<file path="src/rtl/prn_pkg.sv">
package prn_pkg;

    localparam int BYTE_W = 8;
    localparam int SEL_W  = 3;

    localparam logic [SEL_W-1:0] OFS_DATA = 3'd0;
    localparam logic [SEL_W-1:0] OFS_STAT = 3'd1;
    localparam logic [SEL_W-1:0] OFS_CTRL = 3'd2;

    localparam int ST_NBUSY = 7;
    localparam int ST_ACK   = 6;

    localparam int CT_DIR  = 5;
    localparam int CT_IEN  = 4;
    localparam int CT_SEL  = 3;
    localparam int CT_INIT = 2;
    localparam int CT_STB  = 0;

    localparam logic [BYTE_W-1:0] STAT_IDLE = 8'hD8;
    localparam logic [BYTE_W-1:0] RD_FILL   = 8'hFF;

    typedef struct packed {
        logic [BYTE_W-1:0] dout;
        logic [BYTE_W-1:0] din;
        logic [BYTE_W-1:0] stat;
        logic [BYTE_W-1:0] ctrl;
        logic              pend;
        logic              emit;
        logic [BYTE_W-1:0] emit_byte;
    } prn_regs_t;

endpackage

</file>
<file path="src/rtl/prn_ctrl_fx.sv">
module prn_ctrl_fx
    import prn_pkg::*;
(
    input  logic              old_stb,
    input  logic              old_ien,
    input  logic              new_init,
    input  logic              new_sel,
    input  logic              new_stb,
    input  logic [BYTE_W-1:0] cur_stat,
    output logic [BYTE_W-1:0] stat_nx,
    output logic              emit,
    output logic              raise
);
    always_comb begin
        stat_nx = cur_stat;
        emit    = 1'b0;
        raise   = 1'b0;
        if (!new_init) begin
            stat_nx = STAT_IDLE;
        end else if (new_sel) begin
            if (new_stb) begin
                stat_nx[ST_NBUSY] = 1'b0;
                emit              = ~old_stb;
            end else begin
                raise = old_ien;
            end
        end
    end
endmodule

</file>
<file path="src/rtl/prn_stat_step.sv">
module prn_stat_step
    import prn_pkg::*;
(
    input  logic [BYTE_W-1:0] stat,
    input  logic              ctrl_stb,
    output logic [BYTE_W-1:0] stat_nx
);
    always_comb begin
        stat_nx = stat;
        if (!stat[ST_NBUSY] && !ctrl_stb) begin
            if (stat[ST_ACK]) begin
                stat_nx[ST_ACK] = 1'b0;
            end else begin
                stat_nx[ST_ACK]   = 1'b1;
                stat_nx[ST_NBUSY] = 1'b1;
            end
        end
    end
endmodule

</file>
<file path="src/rtl/prn_rd_mux.sv">
module prn_rd_mux
    import prn_pkg::*;
(
    input  logic [SEL_W-1:0]  sel,
    input  logic [BYTE_W-1:0] dout,
    input  logic [BYTE_W-1:0] din,
    input  logic [BYTE_W-1:0] stat,
    input  logic [BYTE_W-1:0] ctrl,
    output logic [BYTE_W-1:0] rdata
);
    always_comb begin
        unique case (sel)
            OFS_DATA: rdata = ctrl[CT_DIR] ? din : dout;
            OFS_STAT: rdata = stat;
            OFS_CTRL: rdata = ctrl;
            default:  rdata = RD_FILL;
        endcase
    end
endmodule

</file>
<file path="src/rtl/prn_port_regs.sv">
module prn_port_regs
    import prn_pkg::*;
#(
    parameter int ADDR_W = 8
) (
    input  logic              clk,
    input  logic              rst_n,
    input  logic [ADDR_W-1:0] addr,
    input  logic              rd_en,
    input  logic              wr_en,
    input  logic [BYTE_W-1:0] wdata,
    output logic [BYTE_W-1:0] rdata,
    input  logic              in_load,
    input  logic [BYTE_W-1:0] in_byte,
    output logic              byte_valid,
    output logic [BYTE_W-1:0] byte_out,
    output logic              irq
);
    localparam int HI_W = (ADDR_W > SEL_W) ? ADDR_W - SEL_W : 1;

    prn_regs_t         r_q, r_d;
    logic [SEL_W-1:0]  sel;
    logic [BYTE_W-1:0] fx_stat, step_stat;
    logic              fx_emit, fx_raise;

    assign sel = addr[SEL_W-1:0];

    generate
        if (ADDR_W > SEL_W) begin : g_hi
            logic [HI_W-1:0] unused_addr_hi;
            assign unused_addr_hi = addr[ADDR_W-1:SEL_W];
        end
    endgenerate

    prn_ctrl_fx u_fx (
        .old_stb  (r_q.ctrl[CT_STB]),
        .old_ien  (r_q.ctrl[CT_IEN]),
        .new_init (wdata[CT_INIT]),
        .new_sel  (wdata[CT_SEL]),
        .new_stb  (wdata[CT_STB]),
        .cur_stat (r_q.stat),
        .stat_nx  (fx_stat),
        .emit     (fx_emit),
        .raise    (fx_raise)
    );

    prn_stat_step u_step (
        .stat     (r_q.stat),
        .ctrl_stb (r_q.ctrl[CT_STB]),
        .stat_nx  (step_stat)
    );

    prn_rd_mux u_mux (
        .sel   (sel),
        .dout  (r_q.dout),
        .din   (r_q.din),
        .stat  (r_q.stat),
        .ctrl  (r_q.ctrl),
        .rdata (rdata)
    );

    always_comb begin
        r_d      = r_q;
        r_d.emit = 1'b0;
        if (in_load) r_d.din = in_byte;
        if (wr_en) begin
            unique case (sel)
                OFS_DATA: r_d.dout = wdata;
                OFS_CTRL: begin
                    r_d.stat      = fx_stat;
                    r_d.emit      = fx_emit;
                    r_d.emit_byte = r_q.dout;
                    if (fx_raise) r_d.pend = 1'b1;
                    r_d.ctrl      = wdata;
                end
                default: ;
            endcase
        end else if (rd_en && sel == OFS_STAT) begin
            r_d.pend = 1'b0;
            r_d.stat = step_stat;
        end
    end

    always_ff @(posedge clk or negedge rst_n) begin
        if (!rst_n) begin
            r_q      <= '0;
            r_q.stat <= STAT_IDLE;
        end else begin
            r_q <= r_d;
        end
    end

    assign byte_valid = r_q.emit;
    assign byte_out   = r_q.emit_byte;
    assign irq        = r_q.pend;

    assert_irq_clear_R8: assert property (@(posedge clk) disable iff (!rst_n)
        (rd_en && !wr_en && sel == OFS_STAT) |=> !irq);

    assert_single_pulse_R5: assert property (@(posedge clk) disable iff (!rst_n)
        byte_valid |=> !byte_valid);

    assert_init_status_R4: assert property (@(posedge clk) disable iff (!rst_n)
        (wr_en && sel == OFS_CTRL && !wdata[CT_INIT]) |=> (r_q.stat == STAT_IDLE));

    assert_ctrl_store_R7: assert property (@(posedge clk) disable iff (!rst_n)
        (wr_en && sel == OFS_CTRL) |=> (r_q.ctrl == $past(wdata)));

    assert_irq_source_R6: assert property (@(posedge clk) disable iff (!rst_n)
        $rose(irq) |-> $past(wr_en && sel == OFS_CTRL && wdata[CT_INIT]
                             && wdata[CT_SEL] && !wdata[CT_STB]));

    assert_stat_write_R10: assert property (@(posedge clk) disable iff (!rst_n)
        (wr_en && sel == OFS_STAT) |=> $stable(r_q.stat));
endmodule

</file>
<file path="config.mk">
export PLATFORM = sky130hd
export DESIGN_NAME = prn_port_regs
export DESIGN_NICKNAME = d
export VERILOG_FILES = /design/src/rtl/prn_pkg.sv /design/src/rtl/prn_ctrl_fx.sv /design/src/rtl/prn_stat_step.sv /design/src/rtl/prn_rd_mux.sv /design/src/rtl/prn_port_regs.sv
export SDC_FILE = /design/constraint.sdc
export NUM_CORES = 1
export LEC_CHECK = 0
export BUFFER_PORTS_ARGS = -buffer_cell sky130_fd_sc_hd__buf_2
export CAP_MARGIN = 20
export CORE_MARGIN = 4
export CORE_UTILIZATION = 56
export DETAILED_ROUTE_END_ITERATION = 12
export PLACE_DENSITY_LB_ADDON = 0.3
export SLEW_MARGIN = 20
export SYNTH_ARGS = -nofsm -noshare
export SYNTH_HDL_FRONTEND = slang
export SYNTH_SLANG_ARGS = --single-unit
</file>
<file path="constraint.sdc">
create_clock -name clk -period 2.79 [get_ports clk]
set_input_delay 0.279 -clock clk [delete_from_list [all_inputs] [get_ports clk]]
set_output_delay 0.279 -clock clk [all_outputs]
set_load 0.01 [all_outputs]
</file>
==> summary.md, run 1 <==
| Metric | Value |
|---|---|
| GRT Resource Usage Total | 0.1909 |
| Tot Pwr | 1.427 mW |
| Clk slew on worst S/H paths | 0.11 ns |
| Critical Path Sink Type | output port |
| VDD IR max | 0.3934 mV |
| Commonest non-fill, non-tap cell in the layout | buf_2 |
| Worst Clk Skew | 0.01059 ns |
| Die W | 64.29 um |
| Gpl congestion | 0.8268 |
| 1st-pass router iterations | 4 |
| Post-Syn Area per Cell | 12.76 um^2 |
| Die area | 4133 um^2 |
| Area leader, netlist | dfrtp_1 |
| Min-delay worst type | input pin to asynchronous set/reset pin |
| Initial antenna violation count | 0 |
| Worst rel slew slack | 0.4770 |
| Number of global-route vias before repair | 1228 |
| Via count | 1208 |
| Diodes inserted | 0 |
| Die Span Y | 64.29 um |
| Worst-path maximum fanout | 12 |
| Clock Sinks | 37 |
| Status | finished clean |
| Top cell type's share of synthesized area | 0.4795 |
| Finished Layout Cells | 216 |
| CTS tree | yes |
| Crit path DAT | 1.85 ns |
| Num CTS Buffers | 5 |
| Commonest non-fill, non-tap cells in the layout | buf_2, mux2_2, dfrtp_1 |
| Post-synthesis sequential area ratio | 0.5240 |
| Mapped cell area | 1774 um^2 |
| DRT antenna net count | 0 |
| Worst Max-Slew Pin Slew | 0.7845 ns |
| DRC Markers | 0 |
| Total grt overflow | 0 |
| Syn_nets | 168 |
| YS warnings | 0 |
| Clock latency on the worst-skew pair | 0.35 ns |
| Ranking of synthesized cells by area | dfrtp_1, mux2_2, dfstp_2, buf_4, and4bb_2 |
| Post-Syn Instances | 139 |
| Met3 usage | 0.06327 |
| Longest Clk Path Bufs | 2 |
| GRT Max-Usage Layer | met2 |
| Period Utilization, post-route | 0.7644 |
| M2 GR Usage | 0.3041 |
| Unrepaired setup endpoints after global routing | false |
| Area of the multi-input gates | 723.2 um^2 |
| Vias per cell | 5.593 |
| Post-CTS Setup Inserts | 0 |
| Number of synthesized register bits | 37 |
| Final hold violations | 0 |
| Post-layout min period | 2.133 ns |
| Ratio of cells with drive above 1 in the final layout | 0.5233 |
| Clk root buf | clkbuf_4 |
| Met1 Use GR | 0.2420 |
| Final setup fails | 0 |
| Pwr/cell area | 707.3 nW/um^2 |
| CTS H-tree depth | 2 |
| Final hold slack | 0.002633 ns |
| Post-Route WL | 3491 um |
| Reg area | 929.6 um^2 |
| Largest net degree at the start of global routing | 38 |
| MaxCap Viol Count | 0 |
| Leakage power | 0.9034 nW |
| Port Buf Inserts | 41 |
| Row count | 20 |
| Filler cell count | 270 |
| Global-route wire length before repair | 5927 um |
| WP data required | 2.51 ns |
| Nets | 200 |
| Wire length per cell | 16.16 um |
| Initial Util | 0.5811 |
| HPWL after detailed placement | 2512 um |
| Slew Limit Fails | 0 |
| Fmax | 0.4689 GHz |
| Num ports | 47 |
| Setup TNS | 0 ns |
| Layout area overhead | 13.68% |
| Type of the worst setup path | flip-flop to output port |
| Final core occ | 0.6607 |
| Placed cells | 208 |
| Critical Path Source Type | flip-flop |
| Hold buffer count at cts | 0 |
| Number of distinct library cells after synthesis | 30 |
| Post-cts sizing count | 0 |
| CORE AREA | 3053 um^2 |
| Iteration-0 DRC Markers | 33 |
## logic make-up after synthesis
kind of cell,count (synthesis),synth area share
AO/OA/AOI/OAI,25,0.09802
buffers and inverters,21,0.06840
flip-flops,37,0.5240
multiplexers,37,0.2327
AND/OR/NAND/NOR,19,0.07687
## synth_stat cells
master	count
o21a_1	1
or3b_2	1
o2bb2ai_1	2
a21o_1	1
mux2_2	34
inv_1	5
and4bb_2	3
clkbuf_1	4
a21oi_1	1
a2bb2oi_1	1
nor2_1	1
buf_2	1
dfstp_2	3
nor3_1	2
nand2b_1	2
dfrtp_1	34
or2_1	1
o22ai_1	2
a211oi_1	3
nor2b_1	3
o21ai_0	7
nand2_1	4
o221ai_1	4
nand3_1	1
buf_1	1
buf_6	1
o211ai_1	3
nor3b_4	1
mux2i_1	3
buf_4	9
## final timing paths
| check | from | endpoint | slack (ns) | depth (start not counted) |
|---|---|---|---|---|
| min in group clk | in_byte[6] | r_q[32] | 0.15 | 2 |
| max reg2reg | r_q[10] | r_q[25] | 1.68 | 3 |
| max | r_q[15] | rdata[4] | 0.66 | 4 |
| min reg2reg | r_q[24] | r_q[24] | 0.50 | 1 |
| max in group asynchronous | rst_n | byte_valid | 2.29 | 1 |
| min | rst_n | r_q[10] | 0.003 | 1 |
## worst max-delay path: stages, from the launching register on
cell,delay (ns)
dfrtp_1,0.66
mux2_2,0.39
o221ai_1,0.21
nand2_1,0.10
buf_2,0.16
## where the power goes
part	switching, mW	internal (mW)
Clock	0.171	0.214
Sequential	0.0799	0.655
Combinational	0.134	0.172
## routing by layer
metal / routed length (um) / up-vias
met4: 51 / 0
met1: 1502 / 607
li1: - / 561
met5: 0 / -
met3: 208 / 7
met2: 1729 / 33
## final cells by class
type                       instances  share of cell area
sequential                        37              0.4609
clock buffer                       7             0.02730
inverter                           5            0.009305
tap                               44             0.02730
multi-input combinational         81              0.3586
clock inverter                     1             0.01489
timing repair buffer              41              0.1017
## registers in the layout (all words and copies together) (netlist names)
signal	count
r_q	27
irq	1
byte_valid	1
byte_out	8
## metrics by stage
stage	cell area, um^2	setup WS [ns]
6_report	2017	0.6575
2_1_floorplan	1774	1.319
4_1_cts	2017	0.6475
3_5_place_dp	1932	0.9218
5_1_grt	2017	0.5207
3_3_place_gp	1932	0.9228
(Power assumes the default switching activity.)
==> run 2, diff against run 1 <==
- CORE_UTILIZATION: 56 -> 52
- clock period: 2.79 -> 2 ns (I/O delays scaled with it)
==> run 2 against run 1 <==
Net effect: clock skew fell by 0.0041 ns; highest routed layer unchanged; combinational power rose by 41%; global-route usage rose by 0.15 points; via count rose by 3.4%; sequential cell count did not move; worst setup slack got worse by 0.56 ns; cell area did not move; register-to-register slack got worse by 0.85 ns.
==> summary.md, run 2 (synthesis gave the netlist of run 1 again) <==
| Metric | Value |
|---|---|
| CP max stage delay | 0.55 ns (-0.11 ns) |
| Initial Util | 0.5627 (-0.01845) |
| Die W | 66.41 um (+3.3%) |
| Clock Sinks | 37 (unchanged) |
| CTS H-tree depth | 2 (unchanged) |
| Fmax | 0.5244 GHz |
| Dpl ws | 0.3334 ns (-0.5883 ns) |
| Layout area overhead | 13.68% (unchanged) |
| CP bufs+invs | 1 (unchanged) |
| Period Utilization, post-route | 0.9535 |
| Post-Route WL | 3774 um (+8.1%) |
| Reg area | 930.9 um^2 (+0.13%) |
| Num CTS Buffers | 5 (unchanged) |
| Post-Layout Inst Area | 2017 um^2 (unchanged) |
| Commonest non-fill, non-tap cell in the layout | buf_2 |
| Clk root buf | clkbuf_4 |
| HPWL after detailed placement | 2657 um (+5.8%) |
| Final setup fails | 0 (unchanged) |
| Initial antenna violation count | 0 (unchanged) |
| DRT antenna net count | 0 (unchanged) |
| MaxCap Viol Count | 0 (unchanged) |
| Ratio of cells with drive above 1 in the final layout | 0.5257 (+0.002458) |
| Gpl congestion | 0.8855 (+7.1%) |
| Critical-path cell list | mux2_2 > o221ai_1 > nand2_1 > buf_2 |
| WP data required | 1.80 ns (-0.71 ns) |
| Die area | 4410 um^2 (+6.7%) |
| CTS tree | yes |
| Longest Clk Path Bufs | 2 (unchanged) |
| Number of global-route vias before repair | 1394 (+14%) |
| Critical Path Sink Type | output port |
| Final core occ | 0.6397 (-0.02097) |
| Crit path DAT | 1.71 ns (-0.14 ns) |
| Num ports | 47 (unchanged) |
| Diodes inserted | 0 (unchanged) |
| Filler cell count | 277 (+2.6%) |
| Port Buf Inserts | 41 (unchanged) |
| Worst Max-Slew Pin Slew | 0.8060 ns (+0.02145 ns) |
| Critical path's slowest cell | dfrtp_2 |
| Worst-path maximum fanout | 12 (unchanged) |
| Clock latency on the worst-skew pair | 0.35 ns (about the same) |
| Slew Limit Fails | 0 (unchanged) |
| Iteration-0 DRC Markers | 86 (+160%) |
| Min-delay worst type | input pin to flip-flop |
| Pwr/cell area | 930.0 nW/um^2 (+31%) |
| Setup TNS | 0 ns (unchanged) |
| Global-route wire length before repair | 6348 um (+7.1%) |
| Post-CTS Setup Inserts | 0 (unchanged) |
| Worst Clk Skew | 0.006502 ns (-0.004086 ns) |
| Final Worst Setup Slack | 0.09304 ns (-0.5644 ns) |
| Cell family with most CP delay | flip-flops |
| VDD IR max | 0.5870 mV (+49%) |
| Area after DPL | 1947 um^2 (+0.78%) |
| Unrepaired setup endpoints after global routing | false |
| Die Span Y | 66.41 um (+3.3%) |
| Type of the worst setup path | flip-flop to output port |
| Worst rel slew slack | 0.4627 (-0.01430) |
| Nets | 203 (+1.5%) |
| Status | finished clean |
| DRC Markers | 0 (unchanged) |
| Via count | 1249 (+3.4%) |
| 1st-pass router iterations | 5 (+1) |
| GRT Resource Usage Total | 0.1924 (+0.001495) |
| Commonest non-fill, non-tap cells in the layout | buf_2, mux2_2, dfrtp_1 |
| Final hold violations | 0 (unchanged) |
| Top reg by flops | r_q |
| Critical Path Source Type | flip-flop |
| CORE AREA | 3153 um^2 (+3.3%) |
| Total grt overflow | 0 (unchanged) |
| Clk slew on worst S/H paths | 0.12 ns (about the same) |
| Area of the multi-input gates | 723.2 um^2 (unchanged) |
| Wire length per cell | 17.23 um (+6.6%) |
| Vias per cell | 5.703 (+2.0%) |
| Largest register FFs | 27 (unchanged) |
| Post-layout min period | 1.907 ns |
| Largest net degree at the start of global routing | 38 (unchanged) |
| Leakage power | 0.9042 nW (about the same) |
| Row count | 20 (unchanged) |
[run 2: final timing paths]
check / slack (ns) / cells after the start / endpoint / from
setup / recovery: 0.09 / 4 / rdata[4] / r_q[15]
hold / removal: 0.07 / 2 / r_q[26] / in_byte[0]
setup reg to reg: 0.83 / 3 / r_q[25] / r_q[10]
hold reg to reg: 0.51 / 1 / r_q[24] / r_q[24]
max in group asynchronous: 0.96 / 2 / r_q[15] / rst_n
min in group asynchronous: 0.47 / 2 / r_q[10] / rst_n
[run 2: per-layer routing]
layer,global-route usage,vias to the layer above,routed length [um]
li1,-,566,-
met1,0.2273,631,1612
met2,0.3395,45,1903
met3,0.03571,7,202
met4,0.07868,0,56
met5,0,-,0
[run 2: timing repair]
action                                 in CTS  in global routing
hold buffers                                1                  0
endpoints found under the hold margin      34                  0
setup endpoints to repair                   2                  0
gates resized for setup                     1                  0
[run 2: cell type report]
type	count	share of cell area
clock buffers	8	0.02916
inverters	5	0.009305
multi-input cells	81	0.3586
flip-flops and latches	37	0.4615
well taps	44	0.02730
repair buffers	44	0.1141
[run 2: stage by stage]
step           hold slack, ns  std cells  total power, mW
2_1_floorplan        -0.09559        139            1.374
3_3_place_gp           0.3197        210            1.448
3_5_place_dp           0.3366        210            1.476
4_1_cts               0.06989        219            1.887
5_1_grt               0.07959        219            1.980
6_report              0.07340        219            1.876
[run 2: worst register-to-register path, stage by stage, from the launching register on]
cell       delay, ns
dfrtp_1         0.46
nor3_1          0.24
o221ai_1        0.19
a2bb2oi_1       0.21
[run 2: report_power, final]
group	internal [mW]	switching, mW
clock	0.174	0.244
sequential	0.915	0.113
combinational	0.243	0.188
total	1.33	0.545
